===== config.mk =====
export PLATFORM = sky130hd
export DESIGN_NAME = cw_pattern_gen
export DESIGN_NICKNAME = d
export VERILOG_FILES = /design/src/rtl/cw_pkg.sv /design/src/rtl/cw_prescaler.sv /design/src/rtl/cw_next_value.sv /design/src/rtl/cw_pattern_reg.sv /design/src/rtl/cw_pattern_gen.sv
export SDC_FILE = /design/constraint.sdc
export NUM_CORES = 1
export LEC_CHECK = 0
export ABC_AREA = 1
export CAP_MARGIN = 30
export CORE_MARGIN = 2
export CORE_UTILIZATION = 48
export CTS_CLUSTER_DIAMETER = 150
export DETAILED_ROUTE_END_ITERATION = 8
export MAX_ROUTING_LAYER = met4
export PLACE_DENSITY = 0.9
export SYNTH_ARGS = -nofsm -noshare
export SYNTH_HDL_FRONTEND = slang
export SYNTH_SLANG_ARGS = --single-unit

===== constraint.sdc =====
create_clock -name clk_i -period 1.95 [get_ports clk_i]
set_clock_uncertainty 0.2 [all_clocks]
set_input_delay 0.195 -clock clk_i [delete_from_list [all_inputs] [get_ports clk_i]]
set_output_delay 0.195 -clock clk_i [all_outputs]
set_load 0.05 [all_outputs]

===== src/rtl/cw_pkg.sv =====
package cw_pkg;
  // Bits needed to hold prescaler counts 1..div.
  function automatic int cw_cnt_bits(input int div);
    return (div < 1) ? 1 : $clog2(div + 1);
  endfunction
endpackage


===== src/rtl/cw_prescaler.sv =====
module cw_prescaler #(
  parameter int DIV = 16
) (
  input  logic clk_i,
  input  logic rst_i,
  input  logic restart_i,
  output logic step_en_o
);
  localparam int CW = cw_pkg::cw_cnt_bits(DIV);
  localparam logic [CW-1:0] LAST = CW'(DIV);
  localparam logic [CW-1:0] FIRST = CW'(1);

  logic [CW-1:0] cnt_q;
  logic          phase_q;

  always_ff @(posedge clk_i) begin
    if (rst_i || restart_i) begin
      cnt_q   <= FIRST;
      phase_q <= 1'b0;
    end else if (cnt_q == LAST) begin
      cnt_q   <= FIRST;
      phase_q <= ~phase_q;
    end else begin
      cnt_q   <= cnt_q + FIRST;
    end
  end

  // Phase is about to fall on this edge: one-cycle step enable.
  assign step_en_o = (cnt_q == LAST) && phase_q;
endmodule


===== src/rtl/cw_next_value.sv =====
module cw_next_value #(
  parameter int W = 16
) (
  input  logic [W-1:0] cur_i,
  output logic [W-1:0] nxt_o
);
  logic [W-1:0] inc;

  always_comb begin
    inc   = '0;
    inc[0] = cur_i[W-1];
    // Sum kept to W bits: carry out is discarded.
    nxt_o = ~cur_i + inc;
  end
endmodule


===== src/rtl/cw_pattern_reg.sv =====
module cw_pattern_reg #(
  parameter int W = 16
) (
  input  logic         clk_i,
  input  logic         rst_i,
  input  logic         load_i,
  input  logic [W-1:0] seed_i,
  input  logic         step_en_i,
  input  logic [W-1:0] nxt_i,
  output logic [W-1:0] pattern_o,
  output logic         step_vld_o
);
  always_ff @(posedge clk_i) begin
    if (rst_i) begin
      pattern_o  <= '0;
      step_vld_o <= 1'b0;
    end else if (load_i) begin
      pattern_o  <= seed_i;
      step_vld_o <= 1'b0;
    end else if (step_en_i) begin
      pattern_o  <= nxt_i;
      step_vld_o <= 1'b1;
    end else begin
      step_vld_o <= 1'b0;
    end
  end
endmodule


===== src/rtl/cw_pattern_gen.sv =====
module cw_pattern_gen #(
  parameter int W   = 16,
  parameter int DIV = 16
) (
  input  logic         clk_i,
  input  logic         rst_i,
  input  logic         load_i,
  input  logic [W-1:0] seed_i,
  output logic [W-1:0] pattern_o,
  output logic         step_vld_o
);
  logic         step_en;
  logic [W-1:0] nxt;

  cw_prescaler #(.DIV(DIV)) u_presc (
    .clk_i     (clk_i),
    .rst_i     (rst_i),
    .restart_i (load_i),
    .step_en_o (step_en)
  );

  cw_next_value #(.W(W)) u_next (
    .cur_i (pattern_o),
    .nxt_o (nxt)
  );

  cw_pattern_reg #(.W(W)) u_reg (
    .clk_i      (clk_i),
    .rst_i      (rst_i),
    .load_i     (load_i),
    .seed_i     (seed_i),
    .step_en_i  (step_en),
    .nxt_i      (nxt),
    .pattern_o  (pattern_o),
    .step_vld_o (step_vld_o)
  );
endmodule


## After elaboration in Yosys (flattened, before gate mapping)

Cells that the tools add are included.

- Register bits after elaboration: 23
- Logic and storage cells: 17

- $add $sub $neg: 2
- Eq/ne operators: 1
- Mux-type cells: 3
- Bitwise gates (word level): 2
- Reductions and logical operators: 5

Operators with widths:

| kind | number |
|---|---|
| 16-bit 2-to-1 mux | 2 |
| 16-bit by 1-bit adder with 16-bit output | 1 |
| 16-bit NOT | 1 |
| 5-bit by 1-bit adder with 5-bit output, second input constant | 1 |
| 5-bit equality test, second input constant | 1 |
| 2-bit OR reduction | 2 |
| 2-bit nonzero test | 1 |
| 1-bit logical AND | 1 |
| 1-bit logical OR | 1 |
| 1-bit 2-to-1 mux | 1 |
| 1-bit NOT | 1 |

## Longest topological paths before layout

Gate-level depths: netlist of run 1.

- Depth in word-level cells: 4
- Depth in mapped cells: 11
- Depth with buffers taken out: 11

## Hierarchy

From an unflattened synthesis of run 1, not the netlist that was laid out.

- Cells, all modules: 244
- Area, all modules: 1530.2 um2

Modules (own cells, without submodules):

| module | instances | cells an instance | area each (um2) | seq. area each (um2) |
|---|---|---|---|---|
| cw_pattern_reg | 1 | 125 | 834.6 | 340.3 |
| cw_next_value | 1 | 81 | 397.9 | 0.0 |
| cw_prescaler | 1 | 38 | 297.8 | 120.1 |

## Least setup slack after synthesis of run 1

Ideal clock, no wire load.

- Path kind: register to register
- Start: reg u_reg.pattern_o[15]
- End: reg u_reg.pattern_o[10]
- Arrival time: 1.710 ns
- Data required time: 1.680 ns
- Path slack: -0.030 ns
- Cell stages (with the launch flop): 9
- Period minus slack after synthesis: 1.980 ns
- Cells stage by stage: dfxtp_1 ha_1 ha_1 nand2_1 nor2_2 nand2_1 nand2_1 nand3_1 a21oi_1

- Cells in the longest elaborated chain, start to end: 3

Ends and longest elaborated chain:

| element | RTL line | source |
|---|---|---|
| start, declared | cw_pattern_reg.sv:10 | `output logic [W-1:0] pattern_o,` |
| start signal, assigned | cw_pattern_reg.sv:18 | `pattern_o <= seed_i;` |
| start signal, assigned | cw_pattern_reg.sv:21 | `pattern_o <= nxt_i;` |
| 16-bit by 1-bit adder with 16-bit output | cw_next_value.sv:13 | `nxt_o = ~cur_i + inc;` |
| 16-bit 2-to-1 mux | cw_pattern_reg.sv:20 | `end else if (step_en_i) begin` |
| 16-bit 2-to-1 mux | cw_pattern_reg.sv:17 | `end else if (load_i) begin` |

Every way passes these cells. The select of a mux whose other input is x is not followed.
A chain may end at the register's enable or synchronous reset.

## Worst setup path after layout of run 1

- Start: reg u_reg.pattern_o[7]
- End: out pattern_o[7]

RTL lines:

| element | RTL line | source |
|---|---|---|
| end, declared | cw_pattern_gen.sv:9 | `output logic [W-1:0] pattern_o,` |

No word-level cell between the ends.

==> results.sh, run 1 <==
export IMPL_setup_tns_ns=0
export IMPL_min_period_ns=1.90
export IMPL_finalCritPeriodShare_pct=97.7
export IMPL_outcome="complete, no violations"
export IMPL_avgSynthCellArea_um2=6.39
export IMPL_startpoint_type="flop"
export IMPL_synthTopCellsByArea="dfxtp_1 32%, nand2_1 15%, inv_1 9.0%"
export IMPL_nFillCells=246
export IMPL_crit_type="reg -> out"
export IMPL_cts_tree="built"
export IMPL_synth_top_family_by_area="simple AND/OR/NAND/NOR gates"
export IMPL_critPathBufInv=1
export IMPL_die_y_um=58.5
export IMPL_syn2layout_area_growth_pct=27.3
export IMPL_numCtsBuffers=3
export IMPL_wirelength_mm=3.37
export IMPL_synthDistinctLibCells=25
export IMPL_crit_chain="clkdlybuf4s50_1"
export IMPL_port_buffers=35
export IMPL_setup_violations_final=0
export IMPL_grt_pass1_vias=1302
export IMPL_synthMuxAreaShare_pct=0
export IMPL_cp_slowest_cell="clkdlybuf4s50_1"
export IMPL_synthAdderAreaFrac_pct=4.39
export IMPL_synth_largest_area_cell="dfxtp_1"
export IMPL_synthFlopType="dfxtp_1"
export IMPL_switchingPower_w=0.000368
export IMPL_rows=19
export IMPL_async_flop_share_pct=0
export IMPL_cap_viol_max_count=0
export IMPL_die_w_um=58.5
export IMPL_num_vias=1479
export IMPL_clockBufferDepth=2
export IMPL_grt_first_pass_wirelength_mm=5.44
export IMPL_initial_core_util_pct=51.2
export IMPL_worst_ep_arrival_time_ns=1.51
export IMPL_p_clk_share_pct=21.0
export IMPL_pwr_share_seq_pct=49.5
export IMPL_syn_area_mm2=0.00143
export IMPL_grt_usage_pct=21.3
export IMPL_synth_edf_count=0
export IMPL_met2WireLength_mm=1.57
export IMPL_wl_per_cell_um=11.5
export IMPL_intPower_w=0.000695
export IMPL_via_per_inst=5.05
export IMPL_hold_slack_ns=0.244
export IMPL_cp_data_required_time_ns=1.55
export IMPL_max_slew_margin_pct=66.4
export IMPL_cts_setup_buffers=0
export IMPL_dieArea_mm2=0.00342
export IMPL_antenna_found_initial=0
export IMPL_htreeDepth=1
export IMPL_top_layer="met4"
export IMPL_yosysMostFrequentCell="nand2_1"
export IMPL_cts_sinks=23
export IMPL_io_pins=36
export IMPL_synth_compound_area_share_pct=9.75
export IMPL_grt_max_degree=14
export IMPL_overflow=0
export IMPL_clock_fmax_mhz=525
export IMPL_clockRootBuffer="clkbuf_4"
export IMPL_worst_slew_pin_slew_ns=0.503
export IMPL_synth_top_area_share_pct=32.3
export IMPL_dr_pass1_iters=4
export IMPL_drc_errors=0
export IMPL_gp_congestion=0.934
export IMPL_p_leak_nw=0.885
export IMPL_routedLengthMet1_mm=1.60
export IMPL_hold_buffers=0
export IMPL_hpwl_mm=2.59
export IMPL_cp_end_kind="primary output"
export IMPL_synth_xor_area_share_pct=4.30
export IMPL_critPathMaxStageDelay_ns=0.82
export IMPL_detail_route_antenna_nets=0
export IMPL_synth_nets=247
export IMPL_rsz0062_at_grt="false"
export IMPL_ys_seq_elements=23
export IMPL_syn_inst=223
export IMPL_combPwrFrac_pct=29.5
export IMPL_power_w=0.00106
export IMPL_ys_seq_area_share_pct=32.3
export IMPL_cpLargestDelayFamily="buffers and inverters"
export IMPL_swShare_pct=34.6
export IMPL_final_nets=287
export IMPL_power_density_mw_per_mm2=586
export IMPL_fin_util_pct=65.2
export IMPL_slew_viol_final=0
export IMPL_synth_commonest_cells="58 x nand2_1, 34 x inv_1, 33 x nor2_1"
export IMPL_core_area_mm2=0.00278
export IMPL_yosys_area_share_simple_pct=37.0
export IMPL_drt_initial_drc_count=49
export IMPL_wl_met3_um=141
export IMPL_ir_worst_vdd_uv=640
export IMPL_diodes=0
export IMPL_clk_latency_ns=0.31
export IMPL_path_clk_slew_ns=0.13
export IMPL_drive_above_1_share_pct=9.92
export IMPL_ctsResizeCount=2
export IMPL_crit_fanout=3
export IMPL_hold_path_class="reg -> reg"
export IMPL_yosysWarnings=0
export IMPL_hold_violations=0
power groups by stage:
stage / clock network [W] / registers [W] / logic, W
after detailed placement: 0 / 0.000536 / 0.000315
final: 0.000223 / 0.000526 / 0.000314
after global routing: 0.000244 / 0.000530 / 0.000343
after CTS: 0.000229 / 0.000525 / 0.000314
after global placement: 0 / 0.000536 / 0.000309
after floorplan: 0 / 0.000601 / 0.000141
placed cells by master, fill, tap and decap left out, types with 2 or more instances in the layout:
cell / n
a21oi_1: 10
buf_4: 13
inv_2: 2
o21ai_0: 12
a31oi_1: 3
nand3_1: 18
dlymetal6s2s_1: 3
xor2_1: 6
inv_1: 34
dfxtp_1: 22
clkdlybuf4s50_1: 21
nor2_2: 2
nor3_1: 2
nand2_1: 58
o21ai_1: 2
clkbuf_4: 3
nor2_1: 33
dlygate4sd2_1: 2
nand3b_1: 2
ha_1: 5
path summary, 6_finish.rpt:
| check | start | end | slack (ns) | depth (start not counted) |
|---|---|---|---|---|
| worst max register to register | u_reg.pattern_o[0] | u_reg.pattern_o[12] | 0.19 | 9 |
| worst min-delay path | u_presc.cnt_q[0] | u_presc.cnt_q[0] | 0.24 | 1 |
| worst max-delay path | u_reg.pattern_o[7] | pattern_o[7] | 0.05 | 1 |
| worst min register to register | u_presc.cnt_q[0] | u_presc.cnt_q[0] | 0.24 | 1 |
sequential cells by signal, summed over array words and instances (netlist names):
name	flops
u_presc.cnt_q	5
u_reg.pattern_o	16
u_reg.step_vld_o	1
u_presc.phase_q	1
per-stage QoR:
step | worst slack, ns | std cells | instance area (um2)
final | 0.0453 | 293 | 1810
after global routing | 0.000312 | 293 | 1810
after CTS | 0.00894 | 293 | 1810
after detailed placement | 0.228 | 289 | 1780
after global placement | 0.242 | 289 | 1780
after floorplan | 0.00119 | 223 | 1430
cell families (layout without fill, tap and decap cells):
family | after synthesis | in the layout
flops | 23 | 23
buf+inv | 40 | 79
simple gates | 121 | 121
xor+xnor | 7 | 7
fa+ha+maj | 5 | 5
compound gates | 27 | 27
final cells by class:
type / count / area (um2) / area share, %
multi-input combinational: 160 / 790 / 43.5
clock buffer: 4 / 26.3 / 1.45
sequential: 23 / 462 / 25.4
timing repair buffer: 39 / 363 / 20.0
tap: 31 / 38.8 / 2.14
inverter: 36 / 135 / 7.45
metal layers:
| metal | vias up | global-route usage, % |
|---|---|---|
| met5 | - | - |
| met4 | 0 | 8.97 |
| met3 | 4 | 2.20 |
| met2 | 39 | 36.1 |
| met1 | 667 | 25.7 |
| li1 | 769 | - |
Note: power is estimated with default switching activity, not from simulation.
==> run 2: changes to the inputs <==
Settings changed: SKIP_LAST_GASP set to 1.
==> results of run 2 <==
No change in the layout: final DEF, timing and power equal those of run 1.
